`config.mk`:
```
export PLATFORM = sky130hd
export DESIGN_NAME = frac_baud_gen
export DESIGN_NICKNAME = d
export VERILOG_FILES = /design/src/rtl/frac_baud_pkg.sv /design/src/rtl/frac_baud_cfg.sv /design/src/rtl/frac_baud_div.sv /design/src/rtl/frac_baud_slot.sv /design/src/rtl/frac_baud_gen.sv
export SDC_FILE = /design/constraint.sdc
export NUM_CORES = 1
export LEC_CHECK = 0
export BUFFER_PORTS_ARGS = -buffer_cell sky130_fd_sc_hd__buf_4
export CAP_MARGIN = 20
export CELL_PAD_IN_SITES_DETAIL_PLACEMENT = 0
export CELL_PAD_IN_SITES_GLOBAL_PLACEMENT = 2
export CORE_UTILIZATION = 36
export CTS_BUF_LIST = sky130_fd_sc_hd__clkbuf_4
export DETAILED_ROUTE_END_ITERATION = 12
export PLACE_DENSITY = 0.85
export SETUP_SLACK_MARGIN = 0.15
export SKIP_LAST_GASP = 1
export SYNTH_ARGS = -nofsm -noshare
export SYNTH_HDL_FRONTEND = slang
export SYNTH_SLANG_ARGS = --single-unit
```
`constraint.sdc`:
```
create_clock -name clk -period 5.3 [get_ports clk]
set_input_delay 0.53 -clock clk [delete_from_list [all_inputs] [get_ports clk]]
set_output_delay 0.53 -clock clk [all_outputs]
set_load 0.05 [all_outputs]
```
`src/rtl/frac_baud_pkg.sv`:
```
// Package: shared constants and the remainder-to-pattern expansion for the
// fractional baud tick generator. Assumes 16 sub-ticks per bit period.
package frac_baud_pkg;

    localparam int SUBTICKS = 16;
    localparam int SLOT_W   = $clog2(SUBTICKS);

    // Expands a remainder r into a 16-bit pattern with r bits set, spread evenly.
    function automatic logic [SUBTICKS-1:0] spread_mask(input logic [SLOT_W-1:0] r);
        logic [SUBTICKS-1:0] pat;
        for (int i = 0; i < SUBTICKS; i++) begin
            pat[i] = (((i + 1) * int'(r)) / SUBTICKS) != ((i * int'(r)) / SUBTICKS);
        end
        return pat;
    endfunction

endpackage

```
`src/rtl/frac_baud_cfg.sv`:
```
// Module: configuration shadow. Selects the stretch pattern (mask or expanded
// remainder) and latches it together with the divisor. Loads while held in
// reset or disabled, and at a bit-period boundary; holds otherwise.
module frac_baud_cfg
    import frac_baud_pkg::*;
#(
    parameter int DIV_W = 16
) (
    input  logic                clk,
    input  logic                rst_n,
    input  logic                enable,
    input  logic                boundary,
    input  logic [DIV_W-1:0]    div_in,
    input  logic [SUBTICKS-1:0] mask_in,
    input  logic [SLOT_W-1:0]   rem_in,
    input  logic                use_rem,
    output logic [DIV_W-1:0]    div_q,
    output logic [SUBTICKS-1:0] mask_q
);

    logic [SUBTICKS-1:0] sel_mask;

    // Picks the stretch pattern source.
    always_comb begin
        sel_mask = use_rem ? spread_mask(rem_in) : mask_in;
    end

    // Shadows the configuration, updating only when no period is in progress.
    always_ff @(posedge clk) begin
        if (!rst_n || !enable || boundary) begin
            div_q  <= div_in;
            mask_q <= sel_mask;
        end
    end

    // Inside a running period the shadow must not move.
    property p_cfg_hold;
        @(posedge clk) disable iff (!rst_n)
        (enable && !boundary) |=> ($stable(div_q) && $stable(mask_q));
    endproperty
    assert_cfg_hold_R8: assert property (p_cfg_hold);

endmodule

```
`src/rtl/frac_baud_div.sv`:
```
// Module: sub-tick length counter. Counts reference clocks within a sub-tick
// and pulses tick on the last one. Length is div_q+1 plus the stretch bit.
// Assumes stretch and div_q only change when the counter is at zero.
module frac_baud_div #(
    parameter int DIV_W = 16
) (
    input  logic             clk,
    input  logic             rst_n,
    input  logic             enable,
    input  logic [DIV_W-1:0] div_q,
    input  logic             stretch,
    output logic             tick
);

    localparam int CNT_W = DIV_W + 1;

    logic [CNT_W-1:0] cnt;
    logic [CNT_W-1:0] last_val;

    // Index of the final clock of the current sub-tick.
    always_comb begin
        last_val = {1'b0, div_q} + {{DIV_W{1'b0}}, stretch};
        tick     = rst_n && enable && (cnt == last_val);
    end

    // Advances the clock count, wrapping at the end of each sub-tick.
    always_ff @(posedge clk) begin
        if (!rst_n || !enable) begin
            cnt <= '0;
        end else if (tick) begin
            cnt <= '0;
        end else begin
            cnt <= cnt + 1'b1;
        end
    end

    // The count never overshoots the current sub-tick length.
    property p_cnt_bound;
        @(posedge clk) disable iff (!rst_n)
        cnt <= last_val;
    endproperty
    assert_cnt_bound_R3: assert property (p_cnt_bound);

    // A fresh enable always starts from the first clock.
    property p_restart;
        @(posedge clk) disable iff (!rst_n)
        $rose(enable) |-> (cnt == '0);
    endproperty
    assert_restart_R2: assert property (p_restart);

endmodule

```
`src/rtl/frac_baud_slot.sv`:
```
// Module: sub-tick index within the bit period. Advances on every tick,
// wraps after the last sub-tick and flags the period end. Clears when disabled.
module frac_baud_slot
    import frac_baud_pkg::*;
(
    input  logic              clk,
    input  logic              rst_n,
    input  logic              enable,
    input  logic              tick,
    output logic [SLOT_W-1:0] slot_idx,
    output logic              period_end
);

    localparam logic [SLOT_W-1:0] LAST_SLOT = SLOT_W'(SUBTICKS - 1);

    // Marks the tick that closes the final sub-tick.
    always_comb begin
        period_end = tick && (slot_idx == LAST_SLOT);
    end

    // Steps the index once per tick.
    always_ff @(posedge clk) begin
        if (!rst_n || !enable) begin
            slot_idx <= '0;
        end else if (tick) begin
            slot_idx <= slot_idx + 1'b1;
        end
    end

    // A period end is followed by sub-tick 0.
    property p_wrap;
        @(posedge clk) disable iff (!rst_n)
        period_end |=> (slot_idx == '0);
    endproperty
    assert_wrap_R5: assert property (p_wrap);

    // A mid-period tick moves to the next sub-tick while enabled.
    property p_step;
        @(posedge clk) disable iff (!rst_n)
        (tick && (slot_idx != LAST_SLOT)) ##1 enable |-> (slot_idx == $past(slot_idx) + 1'b1);
    endproperty
    assert_step_R4: assert property (p_step);

endmodule

```
`src/rtl/frac_baud_gen.sv`:
```
// Module: fractional UART baud tick generator (top). Produces a 16x sample
// tick and a bit strobe from a reference clock using an integer divisor plus
// per-sub-tick single-clock stretching. Assumes config is static per period.
module frac_baud_gen
    import frac_baud_pkg::*;
#(
    parameter int DIV_W = 16
) (
    input  logic             clk,
    input  logic             rst_n,
    input  logic             enable,
    input  logic [DIV_W-1:0] div_int,
    input  logic [15:0]      slot_mask,
    input  logic [3:0]       rem_val,
    input  logic             use_rem,
    output logic             sample_tick,
    output logic             bit_strobe
);

    logic [DIV_W-1:0]    div_q;
    logic [SUBTICKS-1:0] mask_q;
    logic [SLOT_W-1:0]   slot_idx;
    logic                tick;
    logic                period_end;
    logic                stretch;

    // Stretch bit of the active sub-tick.
    always_comb begin
        stretch     = mask_q[slot_idx];
        sample_tick = tick;
        bit_strobe  = period_end;
    end

    frac_baud_cfg #(.DIV_W(DIV_W)) u_cfg (
        .clk      (clk),
        .rst_n    (rst_n),
        .enable   (enable),
        .boundary (period_end),
        .div_in   (div_int),
        .mask_in  (slot_mask),
        .rem_in   (rem_val),
        .use_rem  (use_rem),
        .div_q    (div_q),
        .mask_q   (mask_q)
    );

    frac_baud_div #(.DIV_W(DIV_W)) u_div (
        .clk     (clk),
        .rst_n   (rst_n),
        .enable  (enable),
        .div_q   (div_q),
        .stretch (stretch),
        .tick    (tick)
    );

    frac_baud_slot u_slot (
        .clk        (clk),
        .rst_n      (rst_n),
        .enable     (enable),
        .tick       (tick),
        .slot_idx   (slot_idx),
        .period_end (period_end)
    );

    // Nothing is emitted while held in reset.
    property p_quiet_reset;
        @(posedge clk) !rst_n |-> (!sample_tick && !bit_strobe);
    endproperty
    assert_quiet_reset_R1: assert property (p_quiet_reset);

endmodule

```
# Yosys cells after proc, flatten, opt, wreduce, memory -nomap -nowiden
# Index checks and enable logic that the tools add are counted.
op_classes:
  add_sub_neg: 14
  mul: 11
  div_mod_pow: 0
  magnitude_cmp: 1
  n_eq_ne: 16
  n_shift: 0
  muxes: 3
  bitwise: 11
  reduce_logical: 19
ops:
  columns: ["op", "n"]
  rows:
  - ["$add 32x1->32", 11]
  - ["$ne 32x32->1", 8]
  - ["$mul 4x4->8 const A", 4]
  - ["$ne 3x32->1", 1]
  - ["$ne 32x2->1", 1]
  - ["$ne 32x3->1", 1]
  - ["$ne 32x4->1", 1]
  - ["$ne 4x32->1", 1]
  - ["$ne 5x32->1", 1]
  - ["$mul 3x4->7 const A", 4]
  - ["$reduce_or 4->1", 7]
  - ["$mul 2x4->6 const A", 3]
  - ["$add 16x1->17", 1]
  - ["$add 17x1->17 const B", 1]
  - ["$eq 17x17->1", 1]
  - ["$mux 16", 1]
  - ["$and 1x1->1 const A", 11]
  - ["$reduce_or 3->1", 3]
  - ["$lt 4x5->1 const B", 1]
  - ["$add 4x1->4 const B", 1]
  - ["$bmux 1 s4", 1]
  - ["$eq 4x4->1 const B", 1]
  - ["$reduce_or 2->1", 2]
  - ["$logic_and 1x1->1", 3]
  - ["other kinds (3)", 5]
word_totals:
  register_bits: 53
  latchBits: 0
  mem_bits_rw: 0
  rom_bits: 0
  input_bits: 40
  out_inout_bits: 2
  word_cells: 80
  n_memories: 0

# Depth between registers and ports, before layout
logic_depth:
  word_depth: 7
  ltp_mapped: 13
  mapped_depth_nobuf: 11

# Modules after synthesis
# Synthesis repeated with hierarchy kept, for this count alone.
hier_totals:
  hier_cells: 406
  area_unflattened_um2: 4350.4
modules_own_cells:
  columns: ["mod", "n_inst", "cells_per_inst", "area_per_inst_um2", "seq_area_each_um2"]
  rows:
  - ["frac_baud_cfg", 1, 224, 2653.8, 960.9]
  - ["frac_baud_div", 1, 157, 1371.3, 340.3]
  - ["frac_baud_slot", 1, 18, 190.2, 80.1]
  - ["frac_baud_gen", 1, 7, 135.1, 0.0]

# Worst setup path after synthesis
# OpenSTA, ideal clock, no wires.
synth_path:
  path_kind: "register to register"
  start: "reg u_slot.slot_idx[0]"
  end: "reg u_cfg.div_q[0], enable pin"
  setup_time_ns: 0.428
  arrival_time_ns: 5.081
  t_required_ns: 4.872
  path_slack_ns: -0.209
  stages_incl_launch_ff: 13
  path_buffers: 1
  synth_period_minus_slack_ns: 5.509
  cell_sequence: "dfxtp_1 clkbuf_1 mux4_2 mux4_2 ha_1 ha_1 and3_1 a22o_1 a311o_1 nor3_1 o2111ai_1 or2_1 o21bai_1"
synth_between:
  elab_chain_cells: 7
  word_cells_on_any_way: 8
  classes_between: "add/sub: 1; eq/ne: 2; mux: 2; reduce/logical: 3"
synth_lines:
  columns: ["item", "line_no", "source"]
  rows:
  - ["start, declared", "frac_baud_slot.sv:10", "output logic [SLOT_W-1:0] slot_idx,"]
  - ["start signal, assigned", "frac_baud_slot.sv:26", "slot_idx <= slot_idx + 1'b1;"]
  - ["$bmux 1 s4", "frac_baud_gen.sv:29", "stretch = mask_q[slot_idx];"]
  - ["$mux 1 (implied by the code)", "frac_baud_gen.sv:29", null]
  - ["$add 16x1->17", "frac_baud_div.sv:22", "last_val = {1'b0, div_q} + {{DIV_W{1'b0}}, stretch};"]
  - ["$eq 17x17->1", "frac_baud_div.sv:23", "tick = rst_n && enable && (cnt == last_val);"]
  - ["$logic_and 1x1->1", "frac_baud_div.sv:23", null]
  - ["$logic_and 1x1->1 *", "frac_baud_slot.sv:18", "period_end = tick && (slot_idx == LAST_SLOT);"]
  - ["$logic_or 1x1->1 *", "frac_baud_cfg.sv:30", "if (!rst_n || !enable || boundary) begin"]
  - ["end signal, assigned", "frac_baud_cfg.sv:31", "div_q <= div_in;"]
  - ["end, declared", "frac_baud_cfg.sv:17", "output logic [DIV_W-1:0] div_q,"]
# Mark *: on every way between the ends. The rest lies on a longest branch, timed or not. The select of a mux whose other input is x is not followed.
# A chain may end at the register's enable or synchronous reset.

# Worst setup path after layout
layout_path:
  start: "reg u_slot.slot_idx[0]"
  end: "out bit_strobe"
layout_between:
  elab_chain_cells: 6
  word_cells_on_any_way: 7
  classes_between: "add/sub: 1; eq/ne: 2; mux: 2; reduce/logical: 2"
layout_lines:
  columns: ["item", "line_no", "source"]
  rows:
  - ["$bmux 1 s4", "frac_baud_gen.sv:29", null]
  - ["$mux 1 (implied by the code)", "frac_baud_gen.sv:29", null]
  - ["$add 16x1->17", "frac_baud_div.sv:22", null]
  - ["$eq 17x17->1", "frac_baud_div.sv:23", null]
  - ["$logic_and 1x1->1", "frac_baud_div.sv:23", null]
  - ["$logic_and 1x1->1 *", "frac_baud_slot.sv:18", null]
  - ["end, declared", "frac_baud_gen.sv:17", "output logic bit_strobe"]
# Marks and branches as above.

==> flow_metrics.py <==
metrics = {
    "status": {
        "status": "completed",
    },
    "setup_path": {
        "arrival_ps": 4210,
        "path_max_fanout": 9,
        "cpPeakStageDelay_ps": 530,
        "critPathKind": "reg -> out",
        "critPathSlowestCell": "mux4_2",
        "path_buf_inv": 2,
        "worstPathRequired_ps": 4770,
        "end_kind": "primary output",
        "critical_path.top_delay_family": "multiplexers",
        "critPathLaunchType": "register",
        "path_cells": "mux4_2, mux4_2, ha_1, ha_1, and3_1, a22o_1, a311o_1, nor3_1, o2111ai_1, buf_4, or2_1, nor3_2, buf_4",
    },
    "synthesis": {
        "synth_edf_count": 32,
        "synth_nets": 484,
        "synth_area_leaders": "edfxtp_1 (24%), dfxtp_1 (10%), ha_1 (9.8%)",
        "synth.avg_cell_area_um2": 10.1,
        "yosys_warnings": 0,
        "synth_top_area_share_pct": 23.6,
        "ys_seq_area_share_pct": 33.9,
        "synth_area_um2": 4080,
        "synth_ff_type": "edfxtp_1",
        "async_flop_share_pct": 0,
        "synth_cells": 402,
        "synth_cell_types": 58,
        "synth_top_area_cell": "edfxtp_1",
        "ys_seq_elements": 53,
    },
    "layout": {
        "ff_latch_area_um2": 1380,
        "fin_nets": 522,
        "nFillCells": 1092,
        "multi_input_area_um2": 2600,
        "drive_gt1_share_pct": 16.1,
        "diodes": 0,
        "area_delta_synth_final_pct": 13.8,
        "post-route-util_pct": 42.4,
    },
    "sta": {
        "layout_min_cycle_time_ps": 4740,
        "tightest_slew_ps": 742,
        "period_share_pct": 89.5,
        "holdWs_ps": 323,
        "fmax_ghz": 0.211,
        "tns_ps": 0,
        "rsz0062_at_grt": "false",
        "slew_violations": 0,
        "slew_headroom_pct": 50.5,
        "hold_viol": 0,
        "setup_viol": 0,
        "fin_skew_ps": 14.6,
    },
    "die": {
        "fp.coreArea_um2": 10900,
        "die_x_um": 108,
        "die_h_um": 108,
        "initial_core_util_pct": 37.3,
        "row_count": 38,
        "dieArea_um2": 11800,
        "io_pins": 42,
    },
    "power_and_ir_drop": {
        "ir_drop_v": 0.000119,
        "power_density_nw_per_um2": 231,
        "leakage_nw": 1.75,
    },
    "placement": {
        "gp_congestion": 0.820,
        "portBuffers": 41,
        "hpwl_um": 7120,
    },
    "clock_network": {
        "htree_levels": 2,
        "clock_latency_ps": 370,
        "numCtsBuffers": 5,
        "cts_tree": "built",
        "cts_sinks": 53,
        "root_buffer": "clkbuf_4",
        "cts-hold-fix-buffers": 0,
        "cts_setup_buffers": 0,
        "clock_path_buffers": 2,
        "clkTransAtPathRegs_ps": 150,
    },
    "route": {
        "firstDrtPassIters": 4,
        "drt-total-wl_um": 8860,
        "post-route-drc-count": 0,
        "avgViaCountPerCell": 5.23,
        "wl_per_cell_um": 15.2,
        "ant_nets": 0,
        "drt-initial-drc-count": 103,
        "vias": 3037,
    },
    "global_routing": {
        "grt_pass1_wl_um": 15200,
        "grtUsageTotal_pct": 16.4,
        "grt_max_degree": 33,
        "grt_pass1_vias": 3060,
        "grt_antenna_before_repair": 0,
        "grt_overflow": 0,
    },
    "worst_hold_path": {
        "hold_class": "in -> reg",
    },
    "job": {
        "maxCapViolCount": 0,
    },
}
[placed cells by master (no fill, tap or decap), types with 4 or more instances in the layout]
cell	instances
a21oi_1	15
a31oi_1	9
a41oi_1	4
and3_1	5
buf_4	43
clkbuf_4	5
dfxtp_1	20
edfxtp_1	32
fa_1	10
ha_1	32
inv_1	14
mux4_2	5
nand2_1	18
nand3_1	22
nand4_1	4
nor2_1	38
nor2b_1	5
nor3_1	5
o21ai_0	9
o32a_1	4
or4_1	4
xnor2_1	41
xor2_1	37
[cells in the mapped netlist (3+ instances only)]
library cell and n:
xnor2_1 41, nor2_1 38, xor2_1 37, edfxtp_1 32, ha_1 32, nand3_1 22, dfxtp_1 21, nand2_1 18
a21oi_1 15, inv_1 14, fa_1 10, a31oi_1 9, o21ai_0 9, clkbuf_1 8, nor3_1 6, and3_1 5
mux4_2 5, nor2b_1 5, a41oi_1 4, nand4_1 4, o32a_1 4, or4_1 4, and2_1 3, and4_1 3
buf_2 3, nor4_1 3, o311ai_0 3, o31ai_1 3
[stage by stage]
step	power (mW)	std cells	setup slack (ps)	cell area (µm²)
finish	1.07	581	558	4640
global placement	0.805	573	862	4540
global route	1.14	581	228	4640
detailed placement	0.811	573	789	4540
floorplan	0.725	402	446	4090
CTS	1.08	581	365	4640
[report_power, final]
group          switching [mW]  internal [mW]
combinational           0.167          0.149
clock                   0.128          0.146
sequential             0.0160          0.466
total                   0.310          0.761
[metal layers]
layer,vias up,global-route usage (%),share of wire [%]
met5,-,0,0
met4,0,3.09,0.91
met3,7,1.69,3.1
met2,53,31.3,54
met1,1438,19.8,42
li1,1539,-,-
[repair_timing]
action,in CTS,in global routing
gates resized for setup,0,1
endpoints found under the setup margin,0,1
endpoints found under the hold margin,0,0
[worst register-to-register path, cell delays in order, from the launching register on]
cell and delay [ps]:
dfxtp_2 470, mux4_2 530, mux4_2 470, ha_1 240, ha_1 250, and3_1 220, a22o_1 220, a311o_1 340
nor3_1 160, o2111ai_1 120, buf_4 180, or2_1 270, o21bai_2 140, buf_4 370
[logic make-up after synthesis]
| kind of cell | after synthesis | share of synthesized area [%] |
|---|---|---|
| and+or+nand+nor | 123 | 15.8 |
| buffers and inverters | 26 | 2.49 |
| DFF | 53 | 33.9 |
| adders and majority gates | 42 | 14.7 |
| AOI/OAI and AO/OA | 71 | 12.5 |
| muxes | 9 | 3.80 |
| xor gates and xnor gates | 78 | 16.8 |
[worst paths after layout]
check / start / end / slack, ps / depth (start not counted)
worst min register to register: u_div.cnt[0] / u_div.cnt[0] / 530 / 1
worst max register to register: u_slot.slot_idx[0] / u_cfg.div_q[2] / 980 / 13
worst max-delay path: u_slot.slot_idx[0] / bit_strobe / 560 / 13
worst min-delay path: div_int[10] / u_cfg.div_q[10] / 320 / 1
[flip-flops by register name, indices dropped and copies added (netlist names)]
| register | flops |
|---|---|
| u_slot.slot_idx | 4 |
| u_div.cnt | 17 |
| u_cfg.mask_q | 16 |
| u_cfg.div_q | 16 |
[final cells by class]
| cell class | instances | area share (%) |
|---|---|---|
| Inverter | 14 | 1.13 |
| Clock inverter | 3 | 1.40 |
| Timing Repair Buffer | 43 | 6.96 |
| Multi-Input combinational cell | 323 | 56.1 |
| Sequential cell | 53 | 29.8 |
| Tap cell | 140 | 3.78 |
| Clock buffer | 5 | 0.809 |
Power figures use the tool's default switching activity.
